==> src/rtl/train_gate_pkg.sv <==
package train_gate_pkg;

    typedef enum logic {
        ST_RUN  = 1'b0,
        ST_HOLD = 1'b1
    } hold_st_t;

    localparam int HALF_W    = 16;
    localparam int BIT_ARM   = 1;
    localparam int BIT_DONE  = 3;
    localparam int BIT_ENH   = 4;
    localparam logic [HALF_W-1:0] CTRL_IMPL =
        HALF_W'((1 << BIT_ARM) | (1 << BIT_ENH));

    function automatic logic [HALF_W-1:0] masked_upd(
        input logic [HALF_W-1:0]   old_v,
        input logic [2*HALF_W-1:0] wd
    );
        logic [HALF_W-1:0] m;
        m = wd[2*HALF_W-1:HALF_W];
        return (old_v & ~m) | (wd[HALF_W-1:0] & m);
    endfunction

endpackage

==> src/rtl/tg_ctrl_reg.sv <==
module tg_ctrl_reg
    import train_gate_pkg::*;
(
    input  logic              clk,
    input  logic              rst_n,
    input  logic              wr_sel,
    input  logic [31:0]       wdata,
    output logic [HALF_W-1:0] ctrl_q,
    output logic              arm_en,
    output logic              enh_en,
    output logic              done_cmd
);
    always_ff @(posedge clk or negedge rst_n) begin
        if (!rst_n)
            ctrl_q <= '0;
        else if (wr_sel)
            ctrl_q <= masked_upd(ctrl_q, wdata) & CTRL_IMPL;
    end

    assign arm_en   = ctrl_q[BIT_ARM];
    assign enh_en   = ctrl_q[BIT_ENH];
    assign done_cmd = wr_sel && wdata[HALF_W+BIT_DONE] && wdata[BIT_DONE];
endmodule

==> src/rtl/tg_irq_stat.sv <==
module tg_irq_stat #(
    parameter int STAT_W = 2
) (
    input  logic              clk,
    input  logic              rst_n,
    input  logic [STAT_W-1:0] evt,
    input  logic              stat_wr,
    input  logic              ien_wr,
    input  logic [STAT_W-1:0] wd_lo,
    input  logic [STAT_W-1:0] wd_hi,
    output logic [STAT_W-1:0] stat_q,
    output logic [STAT_W-1:0] ien_q,
    output logic              irq
);
    logic [STAT_W-1:0] clr;

    assign clr = stat_wr ? wd_lo : '0;

    always_ff @(posedge clk or negedge rst_n) begin
        if (!rst_n)
            stat_q <= '0;
        else
            stat_q <= (stat_q & ~clr) | evt;
    end

    for (genvar i = 0; i < STAT_W; i++) begin : g_ien
        always_ff @(posedge clk or negedge rst_n) begin
            if (!rst_n)
                ien_q[i] <= 1'b0;
            else if (ien_wr && wd_hi[i])
                ien_q[i] <= wd_lo[i];
        end
    end

    assign irq = |(stat_q & ien_q);
endmodule

==> src/rtl/tg_hold_fsm.sv <==
module tg_hold_fsm
    import train_gate_pkg::*;
(
    input  logic     clk,
    input  logic     rst_n,
    input  logic     rst_req,
    input  logic     arm_en,
    input  logic     done_cmd,
    input  logic     enh_en,
    input  logic     core_rst_n,
    input  logic     app_en,
    output hold_st_t st_q,
    output logic     train_en
);
    hold_st_t st_d;

    always_comb begin
        st_d = st_q;
        unique case (st_q)
            ST_RUN:  if (rst_req && arm_en) st_d = ST_HOLD;
            ST_HOLD: if (done_cmd && !(rst_req && arm_en)) st_d = ST_RUN;
            default: st_d = ST_RUN;
        endcase
    end

    always_ff @(posedge clk or negedge rst_n) begin
        if (!rst_n)
            st_q <= ST_RUN;
        else
            st_q <= st_d;
    end

    always_comb begin
        if (!enh_en)
            train_en = app_en;
        else
            train_en = app_en && core_rst_n && (st_q == ST_RUN);
    end
endmodule

==> src/rtl/lnk_train_gate.sv <==
module lnk_train_gate
    import train_gate_pkg::*;
#(
    parameter int              AW       = 12,
    parameter int              STAT_W   = 2,
    parameter logic [AW-1:0]   CTRL_OFS = 12'h180,
    parameter logic [AW-1:0]   STAT_OFS = 12'h010,
    parameter logic [AW-1:0]   IEN_OFS  = 12'h014
) (
    input  logic          clk,
    input  logic          rst_n,
    input  logic          reg_wr,
    input  logic [AW-1:0] reg_addr,
    input  logic [31:0]   reg_wdata,
    output logic [31:0]   reg_rdata,
    input  logic          hot_rst_req,
    input  logic          link_chg_evt,
    input  logic          core_rst_n,
    input  logic          app_train_en,
    output logic          train_en,
    output logic          irq
);
    logic              ctrl_sel, stat_sel, ien_sel;
    logic [HALF_W-1:0] ctrl_q;
    logic              arm_en, enh_en, done_cmd;
    logic [STAT_W-1:0] stat_q, ien_q, evt_vec;
    hold_st_t          fsm_st;

    assign ctrl_sel = reg_wr && (reg_addr == CTRL_OFS);
    assign stat_sel = reg_wr && (reg_addr == STAT_OFS);
    assign ien_sel  = reg_wr && (reg_addr == IEN_OFS);

    always_comb begin
        evt_vec    = '0;
        evt_vec[0] = hot_rst_req;
        if (STAT_W > 1) evt_vec[STAT_W-1] = link_chg_evt;
    end

    tg_ctrl_reg u_ctrl (
        .clk      (clk),
        .rst_n    (rst_n),
        .wr_sel   (ctrl_sel),
        .wdata    (reg_wdata),
        .ctrl_q   (ctrl_q),
        .arm_en   (arm_en),
        .enh_en   (enh_en),
        .done_cmd (done_cmd)
    );

    tg_irq_stat #(.STAT_W(STAT_W)) u_stat (
        .clk     (clk),
        .rst_n   (rst_n),
        .evt     (evt_vec),
        .stat_wr (stat_sel),
        .ien_wr  (ien_sel),
        .wd_lo   (reg_wdata[STAT_W-1:0]),
        .wd_hi   (reg_wdata[HALF_W+STAT_W-1:HALF_W]),
        .stat_q  (stat_q),
        .ien_q   (ien_q),
        .irq     (irq)
    );

    tg_hold_fsm u_fsm (
        .clk        (clk),
        .rst_n      (rst_n),
        .rst_req    (hot_rst_req),
        .arm_en     (arm_en),
        .done_cmd   (done_cmd),
        .enh_en     (enh_en),
        .core_rst_n (core_rst_n),
        .app_en     (app_train_en),
        .st_q       (fsm_st),
        .train_en   (train_en)
    );

    always_comb begin
        reg_rdata = '0;
        if (reg_addr == CTRL_OFS)
            reg_rdata[HALF_W-1:0] = ctrl_q;
        else if (reg_addr == STAT_OFS)
            reg_rdata[STAT_W-1:0] = stat_q;
        else if (reg_addr == IEN_OFS)
            reg_rdata[STAT_W-1:0] = ien_q;
    end
endmodule

==> config.mk <==
export PLATFORM = sky130hd
export DESIGN_NAME = lnk_train_gate
export DESIGN_NICKNAME = d
export VERILOG_FILES = /design/src/rtl/train_gate_pkg.sv /design/src/rtl/tg_ctrl_reg.sv /design/src/rtl/tg_irq_stat.sv /design/src/rtl/tg_hold_fsm.sv /design/src/rtl/lnk_train_gate.sv
export SDC_FILE = /design/constraint.sdc
export NUM_CORES = 1
export LEC_CHECK = 0
export BUFFER_PORTS_ARGS = -buffer_cell sky130_fd_sc_hd__buf_2
export CORE_AREA = 5 5 52 54
export CTS_BUF_LIST = sky130_fd_sc_hd__clkbuf_4
export CTS_CLUSTER_DIAMETER = 60
export DETAILED_ROUTE_END_ITERATION = 8
export DIE_AREA = 0 0 57 59
export GPL_TIMING_DRIVEN = 0
export MAX_ROUTING_LAYER = met4
export PLACE_DENSITY = 0.82
export SYNTH_ARGS = -nofsm -noshare
export SYNTH_HDL_FRONTEND = slang
export SYNTH_SLANG_ARGS = --single-unit
==> constraint.sdc <==
create_clock -name clk -period 1.5 [get_ports clk]
set_clock_uncertainty 0.1 [all_clocks]
set_input_delay 0 -clock clk [delete_from_list [all_inputs] [get_ports clk]]
set_output_delay 0 -clock clk [all_outputs]
set_load 0.05 [all_outputs]
# After elaboration in Yosys (flattened, before gate mapping)
# Index checks and enable logic that the tools add are counted.
[classes]
n_reduce_logical = 13
n_eq_ne = 3
muxes = 9
bitwise_logic = 9
[op_table]
columns = ["cell", "count"]
rows = [
  ["$eq A12 B5 Y1 const B", 2],
  ["$eq A12 B9 Y1 const B", 1],
  ["$logic_and A1 B1 Y1", 11],
  ["$and A5 B5 Y5", 2],
  ["$mux W2", 4],
  ["$not A5 Y5", 1],
  ["$or A5 B5 Y5", 1],
  ["$and A2 B2 Y2", 2],
  ["$mux W1", 3],
  ["$mux W3", 1],
  ["$not A2 Y2", 1],
  ["$or A2 B2 Y2", 1],
  ["$pmux W1 S2", 1],
  ["$reduce_or A2 Y1", 1],
  ["$logic_not A1 Y1", 1],
  ["$not A1 Y1", 1],
]
[totals]
ff_bits = 7
output_inout_bits = 34
in_bits = 51
elab_cells = 39

# Depth between registers and ports, before layout
# Gate-level depths: netlist (run 1).
[logic_depth]
depth_word = 7
depth_mapped = 4
mapped_depth_nobuf = 3

# By module
# From an unflattened synthesis (run 1), not the netlist that was laid out.
[unflattened]
cells_unflattened = 93
hier_area_um2 = 800.8
[modules_own_cells]
columns = ["mod", "cells_each", "seq_area_each_um2", "instances", "area_per_inst_um2"]
rows = [
  ["lnk_train_gate", 50, 0.0, 1, 361.6],
  ["tg_ctrl_reg", 24, 50.0, 1, 219.0],
  ["tg_irq_stat", 13, 100.1, 1, 168.9],
  ["tg_hold_fsm", 6, 25.0, 1, 51.3],
]

# Least setup slack after synthesis (run 1)
# OpenSTA, ideal clock, no wires.
[synth_timing]
path_kind = "input to output"
start = "in reg_addr[6]"
end = "out reg_rdata[0]"
arrival_time_ns = 2.247
path_buffers = 1
t_required_ns = 1.400
stages = 3
path_slack_ns = -0.847
path_cell_list = "or4_1 buf_4 nor4_1"
[synth_via]
elab_chain_cells = 4
word_cells_on_any_way = 6
classes_between = "eq/ne: 3; mux: 3"
[synth_rtl]
columns = ["element", "line_no", "rtl"]
rows = [
  ["start: declaration", "lnk_train_gate.sv:13", "input logic [AW-1:0] reg_addr,"],
  ["$eq A12 B5 Y1", "lnk_train_gate.sv:82", "else if (reg_addr == IEN_OFS)"],
  ["$mux W2", "lnk_train_gate.sv:82", ""],
  ["$mux W2", "lnk_train_gate.sv:80", "else if (reg_addr == STAT_OFS)"],
  ["$mux W2 *", "lnk_train_gate.sv:78", "if (reg_addr == CTRL_OFS)"],
  ["end: declaration", "lnk_train_gate.sv:15", "output logic [31:0] reg_rdata,"],
]
# Every way passes the cells marked *; elsewhere a longest branch is shown, timed or not.

# Final worst setup path (run 1)
# Ends and elaborated chain as after synthesis.

==> results of run 1 <==
==> per-layer routing <==
metal	vias to the layer above	global-route usage	wire, µm
met3	2	0.0349	260
met1	310	0.0884	590
met4	0	0.0464	13
met5	-	-	0
li1	366	-	-
met2	42	0.268	1200
==> cell usage after synthesis, types with 2 or more instances <==
master                     number  area share
sky130_fd_sc_hd__a31oi_1        2       0.017
sky130_fd_sc_hd__buf_4         30        0.30
sky130_fd_sc_hd__dfrtp_1        7        0.23
sky130_fd_sc_hd__inv_1          3       0.015
sky130_fd_sc_hd__mux2_1         4       0.060
sky130_fd_sc_hd__nand2_1        5       0.025
sky130_fd_sc_hd__nand2b_1       3       0.025
sky130_fd_sc_hd__nand3_1        3       0.020
sky130_fd_sc_hd__nor2_1         4       0.020
sky130_fd_sc_hd__nor4_1         3       0.025
sky130_fd_sc_hd__nor4_4         4        0.11
==> power by group through the flow <==
| stage | logic (µW) | clock network [µW] | registers, µW |
|---|---|---|---|
| after floorplan | 256 | 0 | 194 |
| after global placement | 301 | 0 | 194 |
| after detailed placement | 304 | 0 | 194 |
| after CTS | 323 | 198 | 191 |
| after global routing | 350 | 208 | 191 |
| final | 332 | 197 | 191 |
==> final cells by class <==
type,instances,area (µm²),area share
plain buffers,31,236,0.195
clock buffers,4,30.0,0.0248
inverters,3,11.3,0.00931
multi-input cells,67,464,0.384
flip-flops and latches,7,175,0.145
well taps,28,35.0,0.0290
repair buffers,41,258,0.213
==> worst min-delay path by stage <==
stage / start / endpoint / slack [ps] / depth (start not counted)
global placement: rst_n / u_fsm.st_q / -270 / 1
detailed placement: rst_n / u_stat.ien_q[1] / -260 / 1
floorplan: rst_n / async pin / -400 / 0
finish: reg_wr / u_fsm.st_q / -0.8 / 4
global route: reg_wr / u_fsm.st_q / 40 / 4
CTS: reg_wr / u_fsm.st_q / 3 / 4
==> through the flow <==
step           setup TNS, ps   util  instance area [µm²]  instances  power (µW)
6_report                   0  0.558                 1210        181         720
3_3_place_gp            -729  0.497                 1080        168         494
3_5_place_dp            -860  0.497                 1080        168         497
4_1_cts                    0  0.557                 1210        182         712
5_1_grt                    0  0.558                 1210        181         749
2_1_floorplan          -43.2      -                  888        109         450
==> worst max-delay path, stage by stage <==
cell                     delay [ps]
sky130_fd_sc_hd__buf_2           90
sky130_fd_sc_hd__or4_1          510
sky130_fd_sc_hd__buf_4          210
sky130_fd_sc_hd__nor4_4         250
sky130_fd_sc_hd__buf_2          300
==> what timing repair did <==
action | CTS | global route
endpoints found under the hold margin | 14 | 0
endpoints found under the setup margin | 0 | 1
resized for setup | 0 | 2
hold buffers | 10 | 0
==> logic make-up (layout without fill, tap and decap cells) <==
group | count (synthesis) | count (layout)
mux | 5 | 5
buf+inv | 35 | 79
simple gates | 26 | 26
other cells | 1 | 29
flops | 7 | 7
compound gates | 7 | 7
==> out/summary.md, run 1 <==
The run finished, with violations left. The checks that failed: hold timing. During I/O placement, the number of pins put on the boundary was 85. Kind of start point of the critical path: an input port.

The clock-pin slew on the worst setup and hold paths was 60 ps. The clock passes through at most 2 buffers. The combinational share of power was 0.461. The termination of the worst setup path is reg_rdata[0]. In this run, synthesis inferred 0 flip-flops with an integrated enable.

In this run the clock root is driven by a sky130_fd_sc_hd__clkbuf_4. Yosys printed 0 warnings. In this run, CTS created clock tree buffers numbering 3.

The count of filler cells inserted in the layout was 197; the share of the synthesized area in compound gates (AO/OA/AOI/OAI) was 0.0714. For the initial antenna violation count, the log shows 0. The area growth from synthesis to layout is 60.6%.

Averaged over all synthesized cells, the footprint is 9.30 µm². The max-slew violation count was 0. The tools report the number of vias in the routed layout as 720. The worst hold path belongs to the class in2reg. The area share of and/or/nand/nor cells after synthesis works out to 0.284.

Along the worst path, the maximum fanout reaches 9. The register-to-register setup slack is 570 ps, and the remaining number of nets flagged by the antenna check after routing is 0. STA classifies the critical path endpoint as an output pin. The tools report the internal power of the cells as 419 µW. The category of the critical setup timing path is in2out. The post-synthesis sequential element count works out to 7.

Global routing finished with a remaining overflow of 0. In this run the core area contains 17 standard-cell rows. For the floorplan die area, the log shows 3360 µm². The later pin in the worst-skew pair is clocked with a latency of 250 ps.

Placer congestion estimate: 0.706. Setup repair after global routing left no endpoint under its margin. Setup violations remaining at the end of the flow were counted as 0. The proportion of total power due to net switching is 0.418, and the post-synthesis instance total is 81. Total track usage: 0.122.

The first global-routing pass estimated 3150 µm of wire. The synthesized netlist occupies a cell area of 753 µm². The post-CTS setup-driven buffer insertion count is 0, and the post-route worst hold slack is -0.771 ps.

The die extent in x was 57 µm. The most critical setup path has its startpoint at reg_addr[6]. The mux contribution to synthesized area came out at 0.0731.

The vias per cell was 3.98. Depth of the most critical reg-to-reg path: 1. The pre-CTS setup slack is -184 ps, and the worst-case vdd ir drop is 0.478 mV. The xor and xnor fraction of the mapped netlist area is 0, and the starting density of the core is 0.347.

For the finished layout, the period the worst path requires is 1460 ps. The leakage component of the power came out at 0.000701 µW. The most used flip-flop cell after synthesis is sky130_fd_sc_hd__dfrtp_1. The portion of total power attributed to sequential cells was 0.265; the post-detailed-routing wire length was 2060 µm. The arrival time of the worst setup path is 1360 ps.

For the net switching power, the log shows 301 µW. Count of final hold-check violations: 1. By area, the combinational part of the netlist is dominated by buffers and inverters. The share of cells above drive strength 1 is 0.497.

In this run the vertical extent of the chip is 59 µm. The clock group share of total power was 0.274; the antenna cell count was 0. For this run, design rule violations remaining after detail routing come to 0.

TritonCTS built the clock tree. The largest net degree at the start of global routing is 10, and the total power density per cell area is 595 nW/µm². The number of buffer cells added on primary ports came out at 31.

The wire-length estimate of the detail-placed layout is 1560 µm. For the number of levels in the clock H-tree, the log shows 1. The number of global-route vias before repair came out at 771. For this design, the sink count on the clock tree is 7. The logs give 205 for the final-stage net count and 1400 ps for the required arrival time at the worst endpoint. The share of async-settable or async-resettable flops after synthesis came out at 1.00. For this block, the initial DRC count from the detailed router was 8.

The distinct cell type count of the synthesized netlist was 24. The synthesized-area fraction occupied by adder cells is 0, and the number of detailed-routing iterations run before antenna repair is 4. Max-cap violations in this run came to 0.

The region available for standard cell placement spans 2170 µm². The top cell types in the final layout, fill and taps aside, are 30 x sky130_fd_sc_hd__buf_4, 30 x sky130_fd_sc_hd__buf_2, 29 x sky130_fd_sc_hd__conb_1. The final critical-path share of the clock period came out at 0.976. The average wire per cell in the routed design is 11.4 µm. The post-route worst setup slack came out at 35.8 ps. For this run, the top clock speed supported by timing is 0.683 GHz. The proportion of synthesized chip area in sequential cells came out at 0.233.
No activity file was read; power rests on OpenSTA's default activity.
==> inputs of run 2 (changes only) <==
- REMOVE_ABC_BUFFERS: unset -> 1
==> run 2 against run 1 <==
Against the previous run:
- the run now ends clean
- cell area is 24% lower
- final cell count is 18% lower
- first-iteration DRC count is 75% lower
- sequential share of layout area is 4.5 points higher
- combinational power is 23% lower
- global-route usage is 3.2 points lower
- critical path depth is 1 lower
- utilization is 13 points lower
==> out/summary.md, run 2 (synthesized netlist as in run 1, its figures left out) <==
The run finished with clean final reports. The initial antenna violation count was 0 (unchanged); the placer congestion estimate was 0.808 (was 0.706). Placement row count: 17 (unchanged).

The final cell area excluding filler cells is 922 µm² (was 1210 µm²), and the number of global-route vias before repair is 540 (was 771). The stage delay of the slowest cell on the critical path came out at 630 ps (was 510 ps). The tools report the initial detailed-routing violation count as 2 (was 8). The category of the critical setup timing path was in2out (unchanged). The tools report the core region area as 2170 µm² (unchanged).

The master of the slowest instance on the critical path was sky130_fd_sc_hd__or4_4 (was sky130_fd_sc_hd__or4_1). The tools report the root buffer cell as sky130_fd_sc_hd__clkbuf_4 (unchanged). The number of buffers added by the clock tree synthesis step came out at 3 (unchanged). The max-slew violation count is 0 (unchanged). The largest net degree at the start of global routing is 10 (unchanged), and the total power density per cell area is 681 nW/µm² (was 595 nW/µm²). The tools report the arrival time of the worst setup path as 1350 ps (was 1360 ps).

Number of clock sinks: 7 (unchanged). The tools report the kind of start point of the critical path as an input port (unchanged). For the required arrival time at the worst endpoint, the log shows 1400 ps (about the same).

The internal power of the cells came out at 360 µW (was 419 µW). The maximum fanout count along the critical path is 9 (unchanged). The logs give 0 (unchanged) for the post-CTS setup-driven buffer insertion count and 85 (unchanged) for the number of primary I/O pins. The clock group share of total power came out at 0.287 (was 0.274).

For the number of detailed-routing iterations run before antenna repair, the log shows 2 (was 4). Number of cells in the finished layout apart from fillers: 148 (was 181). The largest delay contributor family on the critical path is simple AND/OR/NAND/NOR gates (unchanged). Post-route worst hold slack: 11.1 ps (was -0.771 ps). The power consumption was 628 µW (was 720 µW). Portion of total power attributed to sequential cells: 0.304 (was 0.265). The final critical-path share of the clock period was 0.964 (was 0.976). The depth of the most critical reg-to-reg path was 1 (unchanged).

Leading cell types in the layout, fill and taps excluded: 31 x sky130_fd_sc_hd__buf_2, 29 x sky130_fd_sc_hd__conb_1, 8 x sky130_fd_sc_hd__dlygate4sd3_1 (was 30 x sky130_fd_sc_hd__buf_4, 30 x sky130_fd_sc_hd__buf_2, 29 x sky130_fd_sc_hd__conb_1). The worst min-delay path class was in2async (was in2reg). For the count of final hold-check violations, the log shows 0 (was 1).

The number of placed instances, taps included was 136 (was 168); the floorplan die area was 3360 µm² (unchanged). The residual overflow from global routing came out at 0 (unchanged). The most common library cell in the layout ignoring fill and taps is sky130_fd_sc_hd__buf_2. The tools report the sum of negative setup slack as 0 ps (unchanged). For the total track usage, the log shows 0.0909 (was 0.122). The logs give 0 (unchanged) for the residual DRC count and 1400 µm (was 1560 µm) for the HPWL after detailed placement.

The register-to-register setup slack was 610 ps (was 570 ps). TritonCTS built the clock tree. The average wire per cell in the routed design was 10.9 µm (was 11.4 µm). The clock-pin slew on the worst setup and hold paths was 50 ps (was 60 ps); the antenna cell count was 0 (unchanged).

Worst-case vdd ir drop: 0.241 mV (was 0.478 mV). The run gives 0.409 (was 0.461) as the combinational share of power. The net switching power is 268 µW (was 301 µW), and the post-detailed-routing wire length is 1610 µm (was 2060 µm).

The tools report the remaining number of nets flagged by the antenna check after routing as 0 (unchanged). The number of buffer and inverter instances along the worst setup path is 2 (was 3). For the number of levels in the clock H-tree, the log shows 1 (unchanged). The logs give 0 (unchanged) for the number of setup violations in the final report and 0.347 (unchanged) for the starting density of the core. The post-synthesis to final-layout area growth is 22.4% (was 60.6%), and the placed cell area is 808 µm² (was 1080 µm²). The number of buffers on the longest clock path came out at 2 (unchanged).

The maximum operating frequency was 0.692 GHz (was 0.683 GHz). Share of cells above drive strength 1: 0.358 (was 0.497). The leakage component of the power was 0.000505 µW (was 0.000701 µW). The tools report the count of max-cap constraint violations as 0 (unchanged). The category of the worst setup path capture point was an output pin (unchanged). The number of vias in the routed layout is 602 (was 720), and the vertical extent of the die is 59 µm (unchanged). Critical path cell sequence: buf_2, or4_4, nor4_1, buf_2 (was buf_2, or4_1, buf_4, nor4_4, buf_2).

The wire length of the first global-routing pass is 2330 µm (was 3150 µm), and the die extent in x is 57 µm (unchanged). The clock latency on the worst-skew pair came out at 240 ps (was 250 ps). Vias per cell: 4.07 (was 3.98). The cell repeated most along the worst path is sky130_fd_sc_hd__buf_2 (unchanged). The number of buffer cells added on primary ports came out at 31 (unchanged).

The final-stage net count is 172 (was 205), and the time the worst path needs with I/O delays and setup is 1450 ps (was 1460 ps). Setup repair after global routing left no endpoint under its margin. The proportion of total power due to net switching is 0.427 (was 0.418).
-- run 2: worst max path at each step --
| stage | cells after the start | end | startpoint |
|---|---|---|---|
| after floorplan | 2 | reg_rdata[0] | reg_addr[6] |
| after global placement | 4 | flop | reg_addr[6] |
| after detailed placement | 4 | u_stat.ien_q[0] | reg_addr[6] |
| after CTS | 4 | reg_rdata[4] | reg_addr[1] |
| after global routing | 4 | reg_rdata[4] | reg_addr[1] |
| final | 4 | reg_rdata[0] | reg_addr[1] |
-- run 2: area by class of cell --
cell class	instances	area [µm²]
multi-input cells	67	435
flip-flops and latches	7	175
inverters	3	11.3
repair buffers	39	235
fillers	237	1250
well taps	28	35.0
clock buffers	4	30.0
-- run 2: through the flow --
step / setup WS [ps] / utilization
detailed placement: -309 / 0.373
finish: 54.4 / 0.425
CTS: 48.0 / 0.425
global placement: -280 / 0.373
global route: 1.28 / 0.425
floorplan: -969 / -
-- run 2: per-layer routing --
layer / track usage / wire [µm]
met5: - / 0
met3: 0.0327 / 225
met2: 0.147 / 842
met4: 0.0497 / 14
met1: 0.0972 / 526
-- run 2: power by group through the flow --
stage / combinational [µW] / clock (µW) / sequential [µW]
after floorplan: 190 / 0 / 194
after global placement: 234 / 0 / 194
after detailed placement: 237 / 0 / 194
after CTS: 254 / 189 / 191
after global routing: 270 / 198 / 191
final: 257 / 180 / 191
-- run 2: repair_timing --
action	CTS	global route
resized for setup	1	0
endpoints found under the hold margin	14	0
endpoints found under the setup margin	8	0
hold buffers	8	0
